`config.mk`:
```
export PLATFORM = sky130hd
export DESIGN_NAME = stackPointerUnit
export DESIGN_NICKNAME = d
export VERILOG_FILES = /design/src/rtl/stackPkg.sv /design/src/rtl/stackPtrCtrl.sv /design/src/rtl/stackPtrPath.sv /design/src/rtl/stackPointerUnit.sv
export SDC_FILE = /design/constraint.sdc
export NUM_CORES = 1
export LEC_CHECK = 0
export ABC_AREA = 1
export CORE_ASPECT_RATIO = 2
export CORE_MARGIN = 2
export CORE_UTILIZATION = 30
export CTS_BUF_LIST = sky130_fd_sc_hd__clkbuf_16
export DETAILED_ROUTE_END_ITERATION = 10
export PLACE_DENSITY = 0.58
export SETUP_SLACK_MARGIN = 0.02
export SYNTH_ARGS = -nofsm -noshare
export SYNTH_HDL_FRONTEND = slang
export SYNTH_SLANG_ARGS = --single-unit
```
`constraint.sdc`:
```
create_clock -name clk -period 3.6 [get_ports clk]
set_input_delay 0.72 -clock clk [delete_from_list [all_inputs] [get_ports clk]]
set_output_delay 0.72 -clock clk [all_outputs]
set_load 0.02 [all_outputs]
```
`src/rtl/stackPkg.sv`:
```
package stackPkg;

  // Strobes from the control module to the datapath for one cycle.
  typedef struct packed {
    logic load;    // software byte write
    logic stepDn;  // push step: access at SP, then SP-1
    logic stepUp;  // pop step: SP+1, then access there
    logic memEn;   // a memory byte access is presented
  } stackCtl_t;

  typedef enum logic [1:0] {
    PH_IDLE = 2'd0,
    PH_DN2  = 2'd1,
    PH_UP2  = 2'd2
  } stackPhase_e;

endpackage

```
`src/rtl/stackPtrCtrl.sv`:
```
module stackPtrCtrl
  import stackPkg::*;
(
  input  logic      clk,
  input  logic      rstN,
  input  logic      pushByte,
  input  logic      popByte,
  input  logic      pushWord,
  input  logic      popWord,
  input  logic      ioWrEn,
  output stackCtl_t ctl,
  output logic      busy,
  output logic      multiErr
);

  stackPhase_e phase, phaseNext;
  logic [2:0]  strobeCount;
  logic        oneStrobe;
  logic        clash;
  logic        errReg;

  always_comb begin
    strobeCount = 3'(pushByte) + 3'(popByte) + 3'(pushWord) + 3'(popWord);
    oneStrobe   = (strobeCount == 3'd1);
    clash       = (strobeCount > 3'd1);
  end

  always_comb begin
    ctl       = '0;
    phaseNext = PH_IDLE;
    if (ioWrEn) begin
      ctl.load = 1'b1;            // software wins, pending step dropped
    end else if (phase == PH_DN2) begin
      ctl.stepDn = 1'b1;
      ctl.memEn  = 1'b1;
    end else if (phase == PH_UP2) begin
      ctl.stepUp = 1'b1;
      ctl.memEn  = 1'b1;
    end else if (oneStrobe) begin
      ctl.memEn = 1'b1;
      if (pushByte || pushWord) ctl.stepDn = 1'b1;
      else                      ctl.stepUp = 1'b1;
      if (pushWord)     phaseNext = PH_DN2;
      else if (popWord) phaseNext = PH_UP2;
    end
  end

  always_ff @(posedge clk) begin
    if (!rstN) begin
      phase  <= PH_IDLE;
      errReg <= 1'b0;
    end else begin
      phase <= phaseNext;
      if (clash) errReg <= 1'b1;
    end
  end

  assign busy     = (phase != PH_IDLE);
  assign multiErr = errReg;

endmodule

```
`src/rtl/stackPtrPath.sv`:
```
module stackPtrPath
  import stackPkg::*;
#(
  parameter int PTR_W     = 16,
  parameter int IMPL_BITS = 16
) (
  input  logic             clk,
  input  logic             rstN,
  input  stackCtl_t        ctl,
  input  logic             ioSel,
  input  logic [7:0]       ioWrData,
  output logic [PTR_W-1:0] spValue,
  output logic [PTR_W-1:0] memAddr,
  output logic             memWrite,
  output logic [7:0]       ioRdData
);

  localparam int NUM_BYTES = PTR_W / 8;

  function automatic logic [PTR_W-1:0] implMask();
    logic [PTR_W-1:0] m;
    for (int i = 0; i < PTR_W; i++) m[i] = (i < IMPL_BITS);
    return m;
  endfunction

  localparam logic [PTR_W-1:0] IMPL_MASK = implMask();

  logic [PTR_W-1:0] spReg, spNext, loadVal, spPlus, spMinus;

  // Per-byte software load: only the selected byte changes.
  for (genvar g = 0; g < NUM_BYTES; g++) begin : gByte
    assign loadVal[g*8 +: 8] = (ioSel == g[0]) ? ioWrData : spReg[g*8 +: 8];
  end

  assign spPlus  = (spReg + PTR_W'(1)) & IMPL_MASK;
  assign spMinus = (spReg - PTR_W'(1)) & IMPL_MASK;

  always_comb begin
    if (ctl.load)        spNext = loadVal & IMPL_MASK;
    else if (ctl.stepDn) spNext = spMinus;
    else if (ctl.stepUp) spNext = spPlus;
    else                 spNext = spReg;
  end

  always_ff @(posedge clk) begin
    if (!rstN) spReg <= '0;
    else       spReg <= spNext;
  end

  assign spValue  = spReg;
  assign memAddr  = ctl.stepUp ? spPlus : spReg;
  assign memWrite = ctl.stepDn;
  assign ioRdData = ioSel ? spReg[15:8] : spReg[7:0];

endmodule

```
`src/rtl/stackPointerUnit.sv`:
```
module stackPointerUnit
  import stackPkg::*;
#(
  parameter int          IMPL_BITS = 16,
  parameter logic [15:0] LOW_LIMIT = 16'h0060
) (
  input  logic        clk,
  input  logic        rstN,
  input  logic        pushByte,
  input  logic        popByte,
  input  logic        pushWord,
  input  logic        popWord,
  input  logic        ioWrEn,
  input  logic        ioSel,
  input  logic [7:0]  ioWrData,
  output logic [7:0]  ioRdData,
  output logic [15:0] memAddr,
  output logic        memValid,
  output logic        memWrite,
  output logic [15:0] spValue,
  output logic        busy,
  output logic        lowStack,
  output logic        multiErr
);

  stackCtl_t ctl;

  stackPtrCtrl u_ctrl (
    .clk      (clk),
    .rstN     (rstN),
    .pushByte (pushByte),
    .popByte  (popByte),
    .pushWord (pushWord),
    .popWord  (popWord),
    .ioWrEn   (ioWrEn),
    .ctl      (ctl),
    .busy     (busy),
    .multiErr (multiErr)
  );

  stackPtrPath #(.PTR_W(16), .IMPL_BITS(IMPL_BITS)) u_path (
    .clk      (clk),
    .rstN     (rstN),
    .ctl      (ctl),
    .ioSel    (ioSel),
    .ioWrData (ioWrData),
    .spValue  (spValue),
    .memAddr  (memAddr),
    .memWrite (memWrite),
    .ioRdData (ioRdData)
  );

  assign memValid = ctl.memEn;
  assign lowStack = (spValue <= LOW_LIMIT);

endmodule

```
; After elaboration in Yosys (flattened, before gate mapping)
; Cells that the tools add are included.
[classes]
order_cmp = 2
n_reduce_logical = 4
bitwise = 2
n_eq_ne = 5
mux = 18
n_addsub = 5
[op_table]
columns = operator, count
row1 = 2-to-1 mux 16 bit, 3
row2 = 2-to-1 mux 8 bit, 3
row3 = adder 16 x 1 -> 16 bit (second input constant), 1
row4 = less-or-equal comparator 16 x 7 -> 1 bit (second input constant), 1
row5 = subtractor 16 x 1 -> 16 bit (second input constant), 1
row6 = 2-to-1 mux 1 bit, 8
row7 = adder 3 x 1 -> 3 bit, 2
row8 = 2-to-1 mux 3 bit, 2
row9 = OR reduction 6 bit, 1
row10 = OR reduction 5 bit, 1
row11 = 2-to-1 mux 2 bit, 2
row12 = inequality test 2 bit (second input constant), 2
row13 = equality test 3 x 1 -> 1 bit (second input constant), 1
row14 = > comparator 3 x 1 -> 1 bit (second input constant), 1
row15 = adder 1 x 1 -> 2 bit, 1
row16 = equality test 2 x 1 -> 1 bit (second input constant), 1
row17 = equality test 2 bit (second input constant), 1
row18 = inverter 1 bit, 2
row19 = nonzero test 2 bit, 1
row20 = logical OR 1 bit, 1
[word_totals]
ff_bits = 19
word_cells = 41
out_inout_bits = 45
inputBits = 16

; Depth between registers and ports, before layout
[depth]
depth_word = 11
mapped_depth = 15
ltp_nobuf = 15

; Cells and area by module
; Synthesis repeated with hierarchy kept, for this count alone.
[unflattened]
cells_unflattened = 393
area_unflattened_um2 = 2289.7
[by_module_without_submodules]
columns = module, area_each_um2, cells_each, instances
row1 = stackPtrPath, 1914.3, 331, 1
row2 = stackPtrCtrl, 296.5, 42, 1
row3 = stackPointerUnit, 78.8, 20, 1

; Least setup slack after synthesis
; Ideal clock, no wire load.
[synth_path]
path_type = input -> output
start = in pushByte
end = out memAddr[4]
t_required_ns = 2.880
path_slack_ns = 0.291
arrival_ns = 2.589
cell_stages = 10
path_cell_list = ha_1 > inv_1 > fa_1 > ha_1 > nor2_2 > a21oi_1 > nor2_4 > buf_6 > nand2_1 > xor2_1
[synth_between]
elab_chain_len = 9
elab_cells_between_ends = 11
cone_classes = add/sub: 3 / eq/ne: 1 / mux: 6 / reduce/logical: 1
[synth_rtl]
columns = element, line_no
row1 = "start, declared", stackPointerUnit.sv:9  ; input logic pushByte,
row2 = adder 1 x 1 -> 2 bit, stackPtrCtrl.sv:23  ; strobeCount = 3'(pushByte) + 3'(popByte) + 3'(pushWord) + 3'(popWord);
row3 = adder 3 x 1 -> 3 bit (2 in series), stackPtrCtrl.sv:23
row4 = equality test 3 x 1 -> 1 bit, stackPtrCtrl.sv:24  ; oneStrobe = (strobeCount == 3'd1);
row5 = 2-to-1 mux 3 bit (*), stackPtrCtrl.sv:39  ; end else if (oneStrobe) begin
row6 = 2-to-1 mux 2 bit (*), stackPtrCtrl.sv:36  ; end else if (phase == PH_UP2) begin
row7 = 2-to-1 mux 1 bit (*), stackPtrCtrl.sv:33  ; end else if (phase == PH_DN2) begin
row8 = 2-to-1 mux 3 bit (*), stackPtrCtrl.sv:31  ; if (ioWrEn) begin
row9 = 2-to-1 mux 16 bit (*), stackPtrPath.sv:51  ; assign memAddr = ctl.stepUp ? spPlus : spReg;
row10 = "end, declared", stackPointerUnit.sv:17  ; output logic [15:0] memAddr,
; Mark *: on every way between the ends. The rest lies on a longest branch, timed or not.

; Final worst setup path
[layout_path]
start = in pushByte
end = out memAddr[12]
; The elaborated chain is that of the path after synthesis.

==> flow_metrics.tcl <==
set metrics [dict create \
    status "completed" \
    drv_cap 0 \
    fillers 758 \
    p_int_uw 582 \
    pwr-share-clk 0.250 \
    clk_pin_slew_ps 70 \
    min_period_over_period 0.966 \
    ir_drop_mv 0.130 \
    wl_per_cell_um 16.3 \
    cp.required_ps 2880 \
    fp-row-count 43 \
    cts_root_buf "clkbuf_16" \
    slowest_delay_ps 360 \
    rr_startpoint "u_ctrl.phase[0]$_SDFF_PP0_" \
    max_freq_mhz 288 \
    die-area_um2 7880 \
    setup_ws_ps 124 \
    grt_usage 0.226 \
    ys_ff_latch 19 \
    synth_fp_nets 396 \
    final_cells 537 \
    rsz0062_at_grt "false" \
    dp_slack_ps -711 \
    synthToLayoutAreaGrowth_pct 47.7 \
    drv_slew 0 \
    worst_skew_pair.late_latency_ps 270 \
    crit_buf_inv 6 \
    grt_pass1_vias 2745 \
    initial_utilization 0.309 \
    power.density_nw_per_um2 317 \
    setup_viol 0 \
    worstSetupStartpoint "pushByte" \
    slew_headroom 0.669 \
    cts-buffers-inserted 3 \
    synth_cells 370 \
    critPathLaunchType "input pin" \
    clockBufferDepth 2 \
    pin_count 61 \
    hp-start "u_ctrl.multiErr$_SDFFE_PN0N_" \
    htreeDepth 1 \
    path_delay_family "adder cells" \
    synth_area_per_cell_um2 5.79 \
    power_frac_comb 0.488 \
    worstPathMaxFanout 5 \
    antenna_left 0 \
    antenna_cells 0 \
    worst_r2r_path_depth 14 \
    finalNetCount 474 \
    ys_types 29 \
    worst-path-stages 14 \
    drc 0 \
    yosysWarnings 0 \
    crit_slowest_cell "fa_2" \
    p_sw_uw 421 \
    seq_area_frac_synth 0.177 \
    drive_above_1_share 0.199 \
    hold_class "register to register" \
    place_congestion 0.923 \
    via_per_inst 5.05 \
    synth.area.top_cells "dfxtp_1 18%, nand2_1 17%, inv_1 7.7%" \
    final-hold-violation-count 0 \
    swShare 0.420 \
    grt_max_degree 26 \
    design.core.area_um2 6940 \
    worstPathCellList "clkbuf_2 > ha_1 > inv_2 > fa_2 > ha_4 > nor2_4 > a21oi_2 > nor2_4 > buf_6 > buf_16 > buf_8 > nand2_4 > o21ai_4 > buf_6" \
    cts_hold_buf 0 \
    clock_sinks 19 \
    drt_iter0_markers 170 \
    grt_antenna_before_repair 0 \
    yosys_most_used_dff "dfxtp_1" \
    crit_path_end_kind "output pin" \
    grt_pass1_wl_mm 13.5 \
    tightest_slew_ps 495 \
    yosysTopAreaCell "dfxtp_1" \
    dr.pass1.iters 4 \
    power.total_uw 1000 \
    port_buffers 60 \
    endpoint "memAddr[12]" \
    tns_ps 0 \
    die_w_um 63.8 \
    leakage_uw 0.00141 \
    rr_endpoint "u_path.spValue[12]$_SDFFE_PN0P_" \
    cts_tree "yes" \
    wirelength_mm 8.76 \
    num_vias 2711 \
    die_h_um 124 \
    worst_ep_arrival_time_ps 2760 \
    finalCriticalPeriod_ps 3480 \
    hpwl_mm 6.51 \
    synth_area_um2 2140 \
    placed_cells 527 \
    skew_ps 8.61 \
    rrSetupSlack_ps 1610 \
    seqPwrFrac 0.262 \
    synthArstFlopShare 0 \
    synth_edf_count 0 \
    path_class "input pin to output pin" \
    synth_top_area_share 0.177 \
    holdWs_ps 452 \
    grt_overflow 0 \
]
power groups by stage:
stage | sequential [uW] | combinational (uW) | clock [uW]
floorplan | 268 | 264 | 0
global placement | 267 | 469 | 0
detailed placement | 267 | 470 | 0
CTS | 262 | 481 | 256
global route | 266 | 533 | 261
finish | 263 | 490 | 251
registers in the layout (all words and copies together) (netlist names):
signal,count
u_ctrl.phase,2
u_ctrl.multiErr,1
u_path.spValue,16
kinds of logic after synthesis:
group,share of synthesized area
AND/OR/NAND/NOR,0.382
AO/OA/AOI/OAI,0.179
buffers and inverters,0.134
flip-flops,0.177
XOR/XNOR,0.0654
adder cells (fa/ha/maj),0.0619
placed cells by master, fill, tap and decap left out, drive strengths merged:
master and count:
a21oi 21, a31oi 8, and2 2, buf 43, clkbuf 7, clkdlybuf4s15 1
clkdlybuf4s50 38, clkinv 3, dfxtp 19, dlygate4sd2 2, dlymetal6s2s 1, fa 1
ha 9, inv 49, nand2 100, nand3 26, nand4 6, nor2 45
nor3 5, nor4 2, o21ai 41, o22ai 2, xor2 16
Yosys cell counts (all sizes together) (5+ instances only):
master  instances
buf            10
nor3            5
a21oi          21
xor2           16
nand3          26
dfxtp          19
nand2         100
inv            49
ha              9
o21ai          41
nand4           6
a31oi           8
nor2           45
clkbuf          6
worst register-to-register path, cell delays in order, from the launching register on:
cell and delay (ps):
dfxtp_1 320, inv_1 80, ha_1 230, inv_1 80, o21ai_2 110, nand2_2 100, nor2_4 210, buf_6 170
buf_16 130, buf_8 110, nand2_4 50, o21ai_4 60, buf_4 120, nand2_1 40, a21oi_1 110
how the worst min path moves through the flow:
| stage | slack, ps | end | cells past startpoint |
|---|---|---|---|
| 6_report | 450 | u_ctrl.multiErr$_SDFFE_PN0N_ | 2 |
| 4_1_cts | 460 | u_ctrl.multiErr$_SDFFE_PN0N_ | 2 |
| 3_5_place_dp | 440 | u_ctrl.multiErr$_SDFFE_PN0N_ | 2 |
| 3_3_place_gp | 440 | u_ctrl.multiErr$_SDFFE_PN0N_ | 2 |
| 5_1_grt | 470 | u_ctrl.multiErr$_SDFFE_PN0N_ | 2 |
| 2_1_floorplan | 520 | u_ctrl.multiErr$_SDFFE_PN0N_ | 2 |
through the flow:
step	util	instance area [um2]
after floorplan	-	2140
after global placement	0.425	2950
after detailed placement	0.425	2950
after CTS	0.450	3120
after global routing	0.456	3170
final	0.456	3170
area by class of cell:
type | instances | area (um2) | share of cell area
inverter | 51 | 193 | 0.0609
tap | 90 | 113 | 0.0356
multi-input combinational | 284 | 1550 | 0.489
clock inverter | 1 | 5.00 | 0.00158
sequential | 19 | 380 | 0.120
timing repair buffer | 89 | 853 | 0.270
clock buffer | 3 | 75.1 | 0.0237
per-layer routing:
| metal | vias up | global-route usage | wire, um |
|---|---|---|---|
| met5 | - | 0 | 0 |
| met1 | 1234 | 0.213 | 2870 |
| met2 | 98 | 0.447 | 4840 |
| li1 | 1347 | - | - |
| met3 | 32 | 0.0218 | 430 |
| met4 | 0 | 0.151 | 613 |
repair_timing:
| action | in CTS | in global routing |
|---|---|---|
| setup buffers | 2 | 1 |
| hold endpoints to repair | 0 | 0 |
| resized for setup | 100 | 13 |
| cloned | 2 | 1 |
| pin swaps | 7 | 8 |
| endpoints found under the setup margin | 18 | 15 |
(Power assumes the default switching activity.)
